$ cat src/rtl/obl_pkg.sv
`timescale 1ns/1ps
package obl_pkg;

  typedef enum logic [1:0] {
    MODE_IDLE = 2'd0,
    MODE_LIVE = 2'd1,
    MODE_DUMP = 2'd2
  } obl_mode_e;

  typedef enum logic [1:0] {
    OP_HOLD     = 2'd0,
    OP_CLEAR    = 2'd1,
    OP_COMPRESS = 2'd2,
    OP_SHIFT    = 2'd3
  } obl_op_e;

endpackage

$ cat src/rtl/obl_mode_ctrl.sv
`timescale 1ns/1ps
module obl_mode_ctrl
  import obl_pkg::*;
#(
  parameter int unsigned WIDTH = 24
) (
  input  logic    clk,
  input  logic    rst_n,
  input  logic    clr,
  input  logic    comp_on,
  input  logic    comp_off,
  input  logic    snap_go,
  input  logic    scan_en,
  output obl_op_e op,
  output logic    live,
  output logic    dumping
);

  localparam int unsigned CW = (WIDTH > 2) ? $clog2(WIDTH) : 1;
  localparam logic [CW-1:0] LAST = CW'(WIDTH - 1);

  obl_mode_e     mode_q;
  logic [CW-1:0] cnt_q;

  // operation applied to the register this cycle
  always_comb begin
    if (clr)                                 op = OP_CLEAR;
    else if (mode_q == MODE_DUMP)            op = OP_SHIFT;
    else if (snap_go || mode_q == MODE_LIVE) op = OP_COMPRESS;
    else if (scan_en)                        op = OP_SHIFT;
    else                                     op = OP_HOLD;
  end

  always_ff @(posedge clk or negedge rst_n) begin
    if (!rst_n) begin
      mode_q <= MODE_IDLE;
      cnt_q  <= '0;
    end else begin
      unique case (mode_q)
        MODE_IDLE: begin
          if (snap_go) begin
            mode_q <= MODE_DUMP;
            cnt_q  <= '0;
          end else if (comp_on) begin
            mode_q <= MODE_LIVE;
          end
        end
        MODE_LIVE: begin
          if (snap_go) begin
            mode_q <= MODE_DUMP;
            cnt_q  <= '0;
          end else if (comp_off) begin
            mode_q <= MODE_IDLE;
          end
        end
        MODE_DUMP: begin
          if (cnt_q == LAST) begin
            mode_q <= MODE_IDLE;
            cnt_q  <= '0;
          end else begin
            cnt_q <= cnt_q + 1'b1;
          end
        end
        default: mode_q <= MODE_IDLE;
      endcase
    end
  end

  assign live    = (mode_q == MODE_LIVE);
  assign dumping = (mode_q == MODE_DUMP);

endmodule

$ cat src/rtl/obl_sig_reg.sv
`timescale 1ns/1ps
module obl_sig_reg
  import obl_pkg::*;
#(
  parameter int unsigned       WIDTH = 24,
  parameter logic [WIDTH-1:0]  TAPS  = 24'hC20001
) (
  input  logic             clk,
  input  logic             rst_n,
  input  obl_op_e          op,
  input  logic [WIDTH-1:0] nodes,
  input  logic             scan_in,
  output logic [WIDTH-1:0] sig,
  output logic             fb
);

  // next value of one stage for the chosen operation
  function automatic logic stage_next(obl_op_e o, logic cur, logic below_c,
                                      logic below_s, logic node, logic fb_tap);
    logic r;
    unique case (o)
      OP_HOLD:     r = cur;
      OP_CLEAR:    r = 1'b0;
      OP_COMPRESS: r = below_c ^ node ^ fb_tap;
      OP_SHIFT:    r = below_s;
      default:     r = cur;
    endcase
    return r;
  endfunction

  logic [WIDTH-1:0] sig_q;
  logic [WIDTH-1:0] sig_d;

  assign fb = sig_q[WIDTH-1];

  for (genvar i = 0; i < WIDTH; i++) begin : g_stage
    logic below_c;
    logic below_s;
    if (i == 0) begin : g_first
      assign below_c = 1'b0;
      assign below_s = scan_in;
    end else begin : g_rest
      assign below_c = sig_q[i-1];
      assign below_s = sig_q[i-1];
    end
    assign sig_d[i] = stage_next(op, sig_q[i], below_c, below_s, nodes[i],
                                 fb & TAPS[i]);
  end

  always_ff @(posedge clk or negedge rst_n) begin
    if (!rst_n) sig_q <= '0;
    else        sig_q <= sig_d;
  end

  assign sig = sig_q;

endmodule

$ cat src/rtl/obl_sig_chain.sv
`timescale 1ns/1ps
module obl_sig_chain
  import obl_pkg::*;
#(
  parameter int unsigned      WIDTH = 24,
  parameter logic [WIDTH-1:0] TAPS  = 24'hC20001
) (
  input  logic             clk,
  input  logic             rst_n,
  input  logic             clr,
  input  logic             comp_on,
  input  logic             comp_off,
  input  logic             snap_go,
  input  logic             scan_en,
  input  logic             scan_in,
  input  logic [WIDTH-1:0] nodes,
  output logic             scan_out,
  output logic             scan_vld,
  output logic             q_bit,
  output logic             q_vld
);

  obl_op_e          op;
  logic             live;
  logic             dumping;
  logic [WIDTH-1:0] sig_q;
  logic             fb;

  obl_mode_ctrl #(.WIDTH(WIDTH)) i_ctrl (
    .clk      (clk),
    .rst_n    (rst_n),
    .clr      (clr),
    .comp_on  (comp_on),
    .comp_off (comp_off),
    .snap_go  (snap_go),
    .scan_en  (scan_en),
    .op       (op),
    .live     (live),
    .dumping  (dumping)
  );

  obl_sig_reg #(.WIDTH(WIDTH), .TAPS(TAPS)) i_reg (
    .clk     (clk),
    .rst_n   (rst_n),
    .op      (op),
    .nodes   (nodes),
    .scan_in (scan_in),
    .sig     (sig_q),
    .fb      (fb)
  );

  assign scan_out = sig_q[WIDTH-1];
  assign scan_vld = dumping;
  assign q_vld    = live;
  assign q_bit    = live & fb;

endmodule

$ cat config.mk
export PLATFORM = sky130hd
export DESIGN_NAME = obl_sig_chain
export DESIGN_NICKNAME = d
export VERILOG_FILES = /design/src/rtl/obl_pkg.sv /design/src/rtl/obl_mode_ctrl.sv /design/src/rtl/obl_sig_reg.sv /design/src/rtl/obl_sig_chain.sv
export SDC_FILE = /design/constraint.sdc
export NUM_CORES = 1
export LEC_CHECK = 0
export BUFFER_PORTS_ARGS = -buffer_cell sky130_fd_sc_hd__buf_4
export CORE_ASPECT_RATIO = 0.7
export CORE_MARGIN = 2
export CORE_UTILIZATION = 27
export DETAILED_ROUTE_END_ITERATION = 10
export SLEW_MARGIN = 20
export SYNTH_ARGS = -nofsm -noshare
export SYNTH_HDL_FRONTEND = slang
export SYNTH_SLANG_ARGS = --single-unit
$ cat constraint.sdc
create_clock -name clk -period 4.2 [get_ports clk]
set_input_delay 0.42 -clock clk [delete_from_list [all_inputs] [get_ports clk]]
set_output_delay 0.42 -clock clk [all_outputs]
set_load 0.1 [all_outputs]
==> key figures <==
Run status
  – Status: finished, final reports clean

CTS
  – Clk root buf: clkbuf_16
  – CTS Hold Bufs: 0
  – Clock Tree Buf Depth: 2
  – CTS tree: built
  – Clock Latency Late Sink: 0.27 ns
  – CTS H-tree depth: 2
  – CTS sink cnt: 31
  – Post-CTS Setup Bufs: 0
  – CTS resizes: 0
  – CTS clock-pin slew for the worst setup and hold paths: 0.05 ns
  – TritonCTS Buffers: 5

Detailed routing
  – DRT antenna net count: 0
  – Vias/cell: 4.545
  – Detailed Route WL: 4776 um
  – DR iter-0 viols: 49
  – Vias: 1518
  – DR WL/cell: 14.30 um
  – First-pass iteration count of the detailed router: 4
  – Remaining DRCs: 0

Timing
  – Final WS setup: 1.865 ns
  – Count of final hold-check violations: 0
  – Max-slew violations: 0
  – Total negative slack: 0 ns
  – RSZ-0062 raised after global routing: false
  – Setup violators final: 0
  – Worst Max-Slew Pin Slew: 0.8657 ns
  – Min Clock Period, post-route: 2.335 ns
  – Final period util: 55.60%
  – Fmax: 428.2 MHz
  – Worst rel slew slack: 42.16%
  – Setup Skew: 0.002754 ns

Yosys
  – Yosys top cell by area: dfrtp_1
  – Yosys cell types: 36
  – Top cell type's share of synthesized area: 33.03%
  – EDFF count, synth: 0
  – Post-Syn Area: 2349 um^2
  – Synth Warn #: 0
  – Post-Synthesis Cells: 182
  – Mapped Nets: 215
  – Sequential-to-total area share from yosys stat: 33.03%
  – Post-synthesis register bit count: 31
  – Post-synth top flop: dfrtp_1
  – Synthesized area per cell: 12.90 um^2
  – Top cells by area, synth: dfrtp_1 (33%), a2111oi_4 (21%), o2bb2ai_2 (10%)
  – Asr flop ratio synth: 100.0%

Floorplanning
  – Die span in y: 82.03 um
  – Die Footprint: 9472 um^2
  – Area of the core: 8443 um^2
  – Initial Util: 27.82%
  – Std cell rows: 28
  – Die Wd: 115.5 um
  – Ports: 36

Placement
  – Port buffer count: 35
  – Worst slack at placement: 1.918 ns
  – Cell Area, Placed: 2673 um^2
  – Hpwl dp: 3171 um
  – GPL Wtd Cong: 0.8153

Setup path
  – Setup Crit Path Kind: flop to output pin
  – CP top delay family: buffers and inverters
  – Setup slack, reg-to-reg: 2.41 ns
  – Slowest-stage cell, CP: buf_4
  – Worst-case reg-to-reg path depth: 5
  – CP peak stage delay: 0.50 ns
  – Crit path max fanout: 26
  – Cell mode on critical path: buf_4
  – CP required: 3.78 ns
  – CP arrival: 1.92 ns
  – Worst Setup Start Kind: flop
  – R2R Path Start: i_ctrl.mode_q[1]
  – CP endpoint kind: output pin
  – Worst-path cell chain: nand2b_2 -> buf_4 -> inv_1 -> and2_1 -> buf_4
  – RR Endpoint: i_reg.sig[0]
  – Worst Path Buf+Inv: 3

Final layout
  – Final non-filler cell area: 2831 um^2
  – # nets final: 246
  – FILL cells: 861
  – Ant diodes: 0
  – Synthesis-to-finish area growth: 20.56%
  – Layout cells sized above 1: 42.06%

GRT
  – GRT Resource Usage Total: 10.56%
  – Vias in the first global route: 1484
  – First-pass GRT wire length: 7679 um
  – GRT Residual Overflow: 0
  – Initial antenna violation count: 0
  – Largest net degree at the start of global routing: 32

Flow run
  – Max-Cap Viols: 0

Min path
  – Worst hold path class: input port to async pin

Pwr
  – LEAKAGE: 0.001049 uW
  – Power per cell area: 459.2 nW/um^2
  – Worst IR Drop VDD: 0.2619 mV
where the power goes:
group | switching (uW) | leakage [uW] | total, uW | internal, uW
clock network | 127 | 0.0000772 | 379 | 252
logic | 313 | 0.000554 | 500 | 187
registers | 63.3 | 0.000418 | 421 | 358
flip-flops by register name, summed over array words and instances, names as in the netlist:
signal and count:
i_reg.sig 24, i_ctrl.cnt_q 5, i_ctrl.mode_q 2
metal layers:
metal	vias to the layer above	routed length (um)	global-route usage, %	share of wire, %
met5	-	0	0	0
met4	0	28	2.530	0.59
met3	5	230	3.395	4.8
met2	33	2166	16.61	45
met1	750	2350	14.11	49
li1	730	-	-	-
Yosys cell counts (2+ instances only):
master     count
a2111oi_2      4
a2111oi_4     18
and2_1         2
buf_4          8
buf_6          4
dfrtp_1       31
inv_1         22
mux2i_1        2
nand2_1        5
nand2b_1       4
nand3_1        5
nand4b_1       2
nor2_1         3
nor3_1         2
o21ai_0        3
o2bb2ai_1      7
o2bb2ai_2     16
xnor2_1       25
xor2_1         2
logic make-up after synthesis:
logic type / Yosys count / share of synthesized area (%)
xor+xnor: 27 / 10.07
buf+inv: 38 / 9.376
simple gates: 28 / 6.607
mux: 2 / 0.8525
flops: 31 / 33.03
compound gates: 55 / 39.53
fa+ha+maj: 1 / 0.5327
per-stage QoR:
step	hold slack [ns]	utilization (%)	power, uW	cells
2_1_floorplan	0.1244	-	836.7	182
3_3_place_gp	0.3883	31.65	918.1	326
3_5_place_dp	0.3848	31.65	928.3	326
4_1_cts	0.09014	33.51	1316	334
5_1_grt	0.1054	33.54	1374	334
6_report	0.07162	33.54	1300	334
worst max-delay path by stage:
| stage | start | end | slack (ns) | cells after the start |
|---|---|---|---|---|
| floorplan | i_ctrl.mode_q[1] | q_bit | 1.44 | 5 |
| global placement | clr | i_reg.sig[7] | 1.96 | 4 |
| detailed placement | clr | i_reg.sig[6] | 1.92 | 4 |
| CTS | i_ctrl.mode_q[1] | q_bit | 1.85 | 5 |
| global route | i_ctrl.mode_q[1] | q_bit | 1.75 | 5 |
| finish | i_ctrl.mode_q[1] | q_bit | 1.86 | 5 |
final cells by class:
| class | count | area [um^2] | share of cell area [%] |
|---|---|---|---|
| Multi-Input combinational cell | 113 | 1370 | 48.39 |
| Timing Repair Buffer | 39 | 292.8 | 10.34 |
| Clock buffer | 8 | 156.4 | 5.524 |
| Inverter | 23 | 86.33 | 3.049 |
| Tap cell | 120 | 150.1 | 5.303 |
| Sequential cell | 31 | 775.7 | 27.40 |
layout by cell type, fill, tap and decap left out, types with 3 or more instances in the layout:
cell type / netlist / final
buf_4: 8 / 39
dfrtp_1: 31 / 31
xnor2_1: 25 / 25
inv_1: 22 / 22
a2111oi_4: 18 / 18
o2bb2ai_2: 16 / 16
o2bb2ai_1: 7 / 7
nand3_1: 5 / 5
clkbuf_16: 0 / 5
nand2_1: 5 / 4
a2111oi_2: 4 / 4
nor2_1: 3 / 3
o21ai_0: 3 / 3
nand2b_1: 4 / 3
Note: power is estimated with default switching activity, not from simulation.
